--- src/rtl/drs_pkg.sv ---
package drs_pkg;
  typedef enum logic [1:0] {PH_IDLE, PH_CSET, PH_RLOW, PH_PRE} phase_e;

  function automatic int max2(input int a, input int b);
    return (a > b) ? a : b;
  endfunction
endpackage

--- src/rtl/drs_timer.sv ---
// Start-up pause counter and refresh slot timer.
module drs_timer #(
  parameter int INIT_WAIT = 20000,
  parameter int IVL_4K    = 1560,
  parameter int IVL_8K    = 780
) (
  input  logic clk,
  input  logic rst,
  input  logic mode_8k,
  input  logic run,
  output logic pause_done,
  output logic tick
);
  localparam int PW = $clog2(INIT_WAIT + 1);
  localparam int IW = $clog2(drs_pkg::max2(IVL_4K, IVL_8K) + 1);

  logic [PW-1:0] pcnt;
  logic          waiting;
  logic [IW-1:0] icnt;
  logic [IW-1:0] lim_m1;

  assign lim_m1 = mode_8k ? IW'(IVL_8K - 1) : IW'(IVL_4K - 1);

  always_ff @(posedge clk) begin
    if (rst) begin
      pcnt       <= '0;
      waiting    <= 1'b1;
      pause_done <= 1'b0;
    end else begin
      pause_done <= 1'b0;
      if (waiting) begin
        if (pcnt == PW'(INIT_WAIT - 1)) begin
          waiting    <= 1'b0;
          pause_done <= 1'b1;
        end else begin
          pcnt <= pcnt + 1'b1;
        end
      end
    end
  end

  // >= keeps the period bounded when the mode switches to the shorter slot
  always_ff @(posedge clk) begin
    if (rst || !run) begin
      icnt <= '0;
      tick <= 1'b0;
    end else begin
      tick <= 1'b0;
      if (icnt >= lim_m1) begin
        icnt <= '0;
        tick <= 1'b1;
      end else begin
        icnt <= icnt + 1'b1;
      end
    end
  end
endmodule

--- src/rtl/drs_pend.sv ---
// Saturating count of refreshes still owed, with sticky overflow.
module drs_pend #(
  parameter int MAX_PEND = 8,
  parameter int INIT_CYC = 8
) (
  input  logic clk,
  input  logic rst,
  input  logic load_init,
  input  logic tick,
  input  logic done_one,
  output logic pend_nz,
  output logic ovf_err
);
  localparam int CW = $clog2(drs_pkg::max2(MAX_PEND, INIT_CYC) + 1);

  logic [CW-1:0] count;

  assign pend_nz = (count != '0);

  always_ff @(posedge clk) begin
    if (rst) begin
      count   <= '0;
      ovf_err <= 1'b0;
    end else if (load_init) begin
      count <= CW'(INIT_CYC);
    end else begin
      case ({tick, done_one})
        2'b10: begin
          if (count >= CW'(MAX_PEND)) ovf_err <= 1'b1;
          else                        count   <= count + 1'b1;
        end
        2'b01: begin
          if (count != '0) count <= count - 1'b1;
        end
        default: ;
      endcase
    end
  end
endmodule

--- src/rtl/drs_seq.sv ---
// CAS-before-RAS cycle generator; holds the strobes until the count drains.
module drs_seq
  import drs_pkg::*;
#(
  parameter int CSR_CYC = 2,
  parameter int CHR_CYC = 2,
  parameter int RAS_CYC = 7,
  parameter int RP_CYC  = 4   // at least 2: the count must settle before the end check
) (
  input  logic clk,
  input  logic rst,
  input  logic pend_nz,
  input  logic bus_busy,
  input  logic force_go,
  output logic ras_n,
  output logic cas_n,
  output logic we_n,
  output logic own,
  output logic done_one
);
  localparam int CNT_W = $clog2(max2(max2(CSR_CYC, RAS_CYC), RP_CYC) + 1);

  phase_e           ph;
  logic [CNT_W-1:0] ctr;

  always_ff @(posedge clk) begin
    if (rst) begin
      ph       <= PH_IDLE;
      ctr      <= '0;
      ras_n    <= 1'b1;
      cas_n    <= 1'b1;
      we_n     <= 1'b1;
      own      <= 1'b0;
      done_one <= 1'b0;
    end else begin
      done_one <= 1'b0;
      we_n     <= 1'b1;
      unique case (ph)
        PH_IDLE: begin
          if (pend_nz && (!bus_busy || force_go)) begin
            ph    <= PH_CSET;
            ctr   <= '0;
            own   <= 1'b1;
            cas_n <= 1'b0;
          end
        end
        PH_CSET: begin
          if (ctr == CNT_W'(CSR_CYC - 1)) begin
            ph    <= PH_RLOW;
            ctr   <= '0;
            ras_n <= 1'b0;
          end else begin
            ctr <= ctr + 1'b1;
          end
        end
        PH_RLOW: begin
          if (ctr == CNT_W'(CHR_CYC - 1)) cas_n <= 1'b1;
          if (ctr == CNT_W'(RAS_CYC - 1)) begin
            ph       <= PH_PRE;
            ctr      <= '0;
            ras_n    <= 1'b1;
            cas_n    <= 1'b1;
            done_one <= 1'b1;
          end else begin
            ctr <= ctr + 1'b1;
          end
        end
        PH_PRE: begin
          if (ctr == CNT_W'(RP_CYC - 1)) begin
            ctr <= '0;
            if (pend_nz) begin
              ph    <= PH_CSET;
              cas_n <= 1'b0;
            end else begin
              ph  <= PH_IDLE;
              own <= 1'b0;
            end
          end else begin
            ctr <= ctr + 1'b1;
          end
        end
        default: ph <= PH_IDLE;
      endcase
    end
  end
endmodule

--- src/rtl/dram_refresh_sched.sv ---
module dram_refresh_sched #(
  parameter int INIT_WAIT = 20000,
  parameter int IVL_4K    = 1560,
  parameter int IVL_8K    = 780,
  parameter int INIT_CYC  = 8,
  parameter int MAX_PEND  = 8,
  parameter int CSR_CYC   = 2,
  parameter int CHR_CYC   = 2,
  parameter int RAS_CYC   = 7,
  parameter int RP_CYC    = 4
) (
  input  logic clk,
  input  logic rst,
  input  logic mode_8k,
  input  logic bus_busy,
  input  logic host_req,
  output logic host_accept,
  output logic ras_n,
  output logic cas_n,
  output logic we_n,
  output logic pins_own,
  output logic init_done,
  output logic ovf_err
);
  logic pause_done, tick, pend_nz, done_one, init_loaded;

  drs_timer #(.INIT_WAIT(INIT_WAIT), .IVL_4K(IVL_4K), .IVL_8K(IVL_8K)) u_timer (
    .clk(clk), .rst(rst), .mode_8k(mode_8k), .run(init_done),
    .pause_done(pause_done), .tick(tick)
  );

  drs_pend #(.MAX_PEND(MAX_PEND), .INIT_CYC(INIT_CYC)) u_pend (
    .clk(clk), .rst(rst), .load_init(pause_done), .tick(tick),
    .done_one(done_one), .pend_nz(pend_nz), .ovf_err(ovf_err)
  );

  drs_seq #(.CSR_CYC(CSR_CYC), .CHR_CYC(CHR_CYC), .RAS_CYC(RAS_CYC), .RP_CYC(RP_CYC)) u_seq (
    .clk(clk), .rst(rst), .pend_nz(pend_nz), .bus_busy(bus_busy),
    .force_go(init_loaded && !init_done),
    .ras_n(ras_n), .cas_n(cas_n), .we_n(we_n), .own(pins_own), .done_one(done_one)
  );

  always_ff @(posedge clk) begin
    if (rst) begin
      init_loaded <= 1'b0;
      init_done   <= 1'b0;
      host_accept <= 1'b0;
    end else begin
      if (pause_done) init_loaded <= 1'b1;
      if (init_loaded && !pend_nz && !pins_own) init_done <= 1'b1;
      host_accept <= host_req && init_done && !pins_own;
    end
  end
endmodule

--- config.mk ---
export PLATFORM = sky130hd
export DESIGN_NAME = dram_refresh_sched
export DESIGN_NICKNAME = d
export VERILOG_FILES = /design/src/rtl/drs_pkg.sv /design/src/rtl/drs_timer.sv /design/src/rtl/drs_pend.sv /design/src/rtl/drs_seq.sv /design/src/rtl/dram_refresh_sched.sv
export SDC_FILE = /design/constraint.sdc
export NUM_CORES = 1
export LEC_CHECK = 0
export ABC_AREA = 0
export BUFFER_PORTS_ARGS = -buffer_cell sky130_fd_sc_hd__buf_2
export CORE_ASPECT_RATIO = 0.9
export CORE_UTILIZATION = 61
export DETAILED_ROUTE_END_ITERATION = 8
export PLACE_DENSITY = 0.79
export SYNTH_ARGS = -nofsm -noshare
export SYNTH_HDL_FRONTEND = slang
export SYNTH_HIERARCHICAL = 1
export SYNTH_SLANG_ARGS = --single-unit
--- constraint.sdc ---
create_clock -name clk -period 1.9 [get_ports clk]
set_input_delay 0.19 -clock clk [delete_from_list [all_inputs] [get_ports clk]]
set_output_delay 0.19 -clock clk [all_outputs]
set_load 0.02 [all_outputs]
==> reports/results.tsv <==
stage	metric	value	unit
finish	antennaDiodeCount	0	
yosys	synth_common_cells	dfxtp_1, nor2_1, nand2_1	
yosys	synthesis.nets	301	
clocking	clockBufferDepth	2	
die	io_pins	12	
sta	drv_slew	0	
detailed_routing	wirelength	4.72	mm
hold_path	hp-class	in -> reg	
power_and_ir_drop	p_int	0.00143	W
detailed_routing	routedWlPerCell	13.7	um
placed_design	placement.io_buffers	10	
placed_design	place_congestion	0.793	
clocking	cts.sinks	46	
yosys	syn_inst	279	
placed_design	place_inst	336	
worst_setup_path	rr_startpoint	u_timer/icnt[4]	
worst_setup_path	cp_max_fo	11	
die	die_area	4330	um2
power_and_ir_drop	sw_frac_of_total	0.238	
detailed_routing	drt_pre_antenna_iters	4	
yosys	yosysWarningCount	6	
sta	whs	0.131	ns
power_and_ir_drop	max-vdd-ir-drop	486	uV
yosys	synth_edf_count	0	
yosys	ys_seq_elements	46	
global_routing	antenna_found_initial	0	
worst_setup_path	worstPathCellList	ha_1, a2111oi_1, o21ai_1, a211o_2, nor2_1	
run_status	status	complete, no violations	
finish	area_growth	9.82	%
sta	fin_skew	0.00808	ns
clocking	holdBufCountCts	0	
die	start_util	0.652	
sta	setup-tns-final	0	ns
worst_setup_path	reg2reg_to	u_timer/icnt[0]	
worst_setup_path	required	2.13	ns
sta	hold_viol	0	
job	drv_cap	0	
yosys	ys_types	74	
placed_design	dp_hpwl	3.33	mm
clocking	cts_tree	built	
worst_setup_path	crit_arrival	2.01	ns
worst_setup_path	critPathMaxStageDelay	0.42	ns
finish	stdcell_count	344	
clocking	postCtsSetupBuffers	0	
detailed_routing	drtAntennaViolNets	0	
detailed_routing	vias	2027	
yosys	async_reset_ff_frac	0	
finish	fill_cells	306	
detailed_routing	first_iter_violations	138	
die	coreArea	3810	um2
global_routing	grt_max_degree	38	
clocking	htree_levels	2	
global_routing	grt_pass1_wl	8.59	mm
yosys	seq_area_frac_synth	0.371	
yosys	yosys.area.top_type	dfxtp_1	
sta	fmax	0.563	GHz
yosys	yosysMostFrequentCell	dfxtp_1	
clocking	cts_root_buf	clkbuf_8	
power_and_ir_drop	pwr-share-seq	0.529	
worst_setup_path	worst-path-buf-inv	0	
clocking	insertion_delay	0.30	ns
finish	layout-drive-gt1-share	0.161	
global_routing	grt-ovfl-total	0	
finish	fin_nets	319	
yosys	yosysTopAreaCellShare	0.371	
power_and_ir_drop	power.density	689	nW/um2
worst_setup_path	ff2ff_setup_slack	0.12	ns
finish	fin_util	0.716	
power_and_ir_drop	switching_power	0.000448	W
worst_setup_path	cp-start-kind	flip-flop	
sta	grt_setup_unrepaired	false	
power_and_ir_drop	p_clk_frac	0.390	
sta	period_minus_slack	1.78	ns
sta	finalSetupViolCount	0	
yosys	synth_top_flop_cell	dfxtp_1	
yosys	synth.area.top_cells	dfxtp_1, ha_1, nor2_1, a21oi_1, nand2_1	
power_and_ir_drop	leakage	1.03	nW
yosys	syn-cell-area	2480	um2
die	num_rows	21	
detailed_routing	drc	0	
clocking	cts.clk_slew.worst_paths	0.09	ns
die	fp.dieW	69.3	um
worst_setup_path	worstSetupPathDepth	5	
power_and_ir_drop	power_frac_comb	0.081	
worst_setup_path	crit_start	u_timer/icnt[4]	
worst_setup_path	rr_worst_depth	5	
yosys	avgSynthCellArea	8.91	um2
global_routing	grt_use_total	0.241	
power_and_ir_drop	p_total	0.00188	W
worst_setup_path	critPathSlowestCell	a211o_2	
worst_setup_path	path_delay_family	compound AO/OA/AOI/OAI gates	
global_routing	first_global_vias	1894	
clocking	cts_buffers	5	
die	die_h	62.6	um
worst_setup_path	worstSetupEndpoint	u_timer/icnt[0]	
worst_setup_path	cp-end-kind	flip-flop	
detailed_routing	viasPerCell	5.89	
sta	fin_crit_sh	0.934	
worst_setup_path	critPathKind	reg -> reg	
flip-flops by register name (all words and copies together) (netlist names):
| name | flops |
|---|---|
| u_pend/count | 4 |
| u_seq/ras_n | 1 |
| host_accept | 1 |
| init_done | 1 |
| u_timer/pause_done | 1 |
| u_timer/pcnt | 15 |
| u_seq/ctr | 3 |
| u_seq/cas_n | 1 |
| init_loaded | 1 |
| u_pend/ovf_err | 1 |
| u_seq/own | 1 |
| u_timer/tick | 1 |
| u_timer/icnt | 11 |
| u_seq/ph | 2 |
| u_timer/waiting | 1 |
| u_seq/done_one | 1 |
cells in the final DEF (no fill, tap or decap), types with 3 or more instances in the layout:
| cell | Yosys | final |
|---|---|---|
| nor3_1 | 5 | 5 |
| a21oi_1 | 15 | 15 |
| xor2_1 | 8 | 8 |
| nand4_1 | 9 | 9 |
| nor2_1 | 35 | 35 |
| o21ai_0 | 7 | 7 |
| buf_4 | 1 | 8 |
| nand3_1 | 7 | 7 |
| mux2i_1 | 4 | 4 |
| xnor2_1 | 8 | 8 |
| or4_1 | 3 | 3 |
| nand2_1 | 19 | 19 |
| nor3b_1 | 4 | 4 |
| inv_1 | 15 | 15 |
| nor2b_1 | 3 | 3 |
| buf_2 | 1 | 10 |
| nand2b_1 | 4 | 4 |
| or3_1 | 5 | 5 |
| clkbuf_8 | 0 | 5 |
| dfxtp_1 | 46 | 46 |
| ha_1 | 17 | 17 |
power groups by stage:
stage	Sequential [W]	Clock, W	Combinational, W
finish	0.000996	0.000733	0.000152
global route	0.000999	0.000780	0.000171
CTS	0.000996	0.000749	0.000151
detailed placement	0.00102	0	0.000150
global placement	0.00102	0	0.000148
floorplan	0.00103	0	0.000106
what timing repair did:
action                                  CTS  global route
gates resized for setup                   0             2
endpoints found under the setup margin    0            11
endpoints found under the hold margin     0             0
layout make-up:
type	count	area, um2	area share
Clock buffer	5	68.8	0.0252
Clock inverter	3	45.0	0.0165
Inverter	15	56.3	0.0206
Multi-Input combinational cell	211	1470	0.539
Sequential cell	46	921	0.337
Tap cell	46	57.6	0.0211
Timing Repair Buffer	18	110	0.0403
cells by family after synthesis:
kind of cell    share of synthesized area
simple gates                        0.270
compound gates                      0.155
flops                               0.371
buf+inv                            0.0388
fa+ha+maj                          0.0856
xor+xnor                           0.0564
mux                                0.0222
other cells                       0.00151
worst min-delay path by stage:
stage	startpoint	to	slack, ns	depth (start not counted)
6_report	host_req	host_accept	0.13	3
5_1_grt	host_req	host_accept	0.14	3
4_1_cts	host_req	host_accept	0.13	3
3_5_place_dp	host_req	host_accept	0.46	3
3_3_place_gp	host_req	host_accept	0.45	3
2_1_floorplan	rst	init_done	0.26	1
metal layers:
metal  global-route usage  wire length, um  up-vias
li1                     -                -     1035
met1                0.322             2410      954
met2                0.382             2090       29
met3               0.0500              143        9
met4               0.0918               69        0
met5                    0                0        -
worst reg2reg max path: stages (launching register included):
cell and delay (ns):
dfxtp_1 0.32, ha_1 0.30, a2111oi_1 0.37, o21ai_1 0.16
a211o_2 0.42, nor2_1 0.13
metrics by stage:
step,worst slack (ns),cell area (um2)
after floorplan,0.178,2480
after CTS,0.0618,2730
after global placement,0.167,2610
final,0.125,2730
after global routing,0.0268,2730
after detailed placement,0.0530,2610
Note: power is estimated with default switching activity, not from simulation.
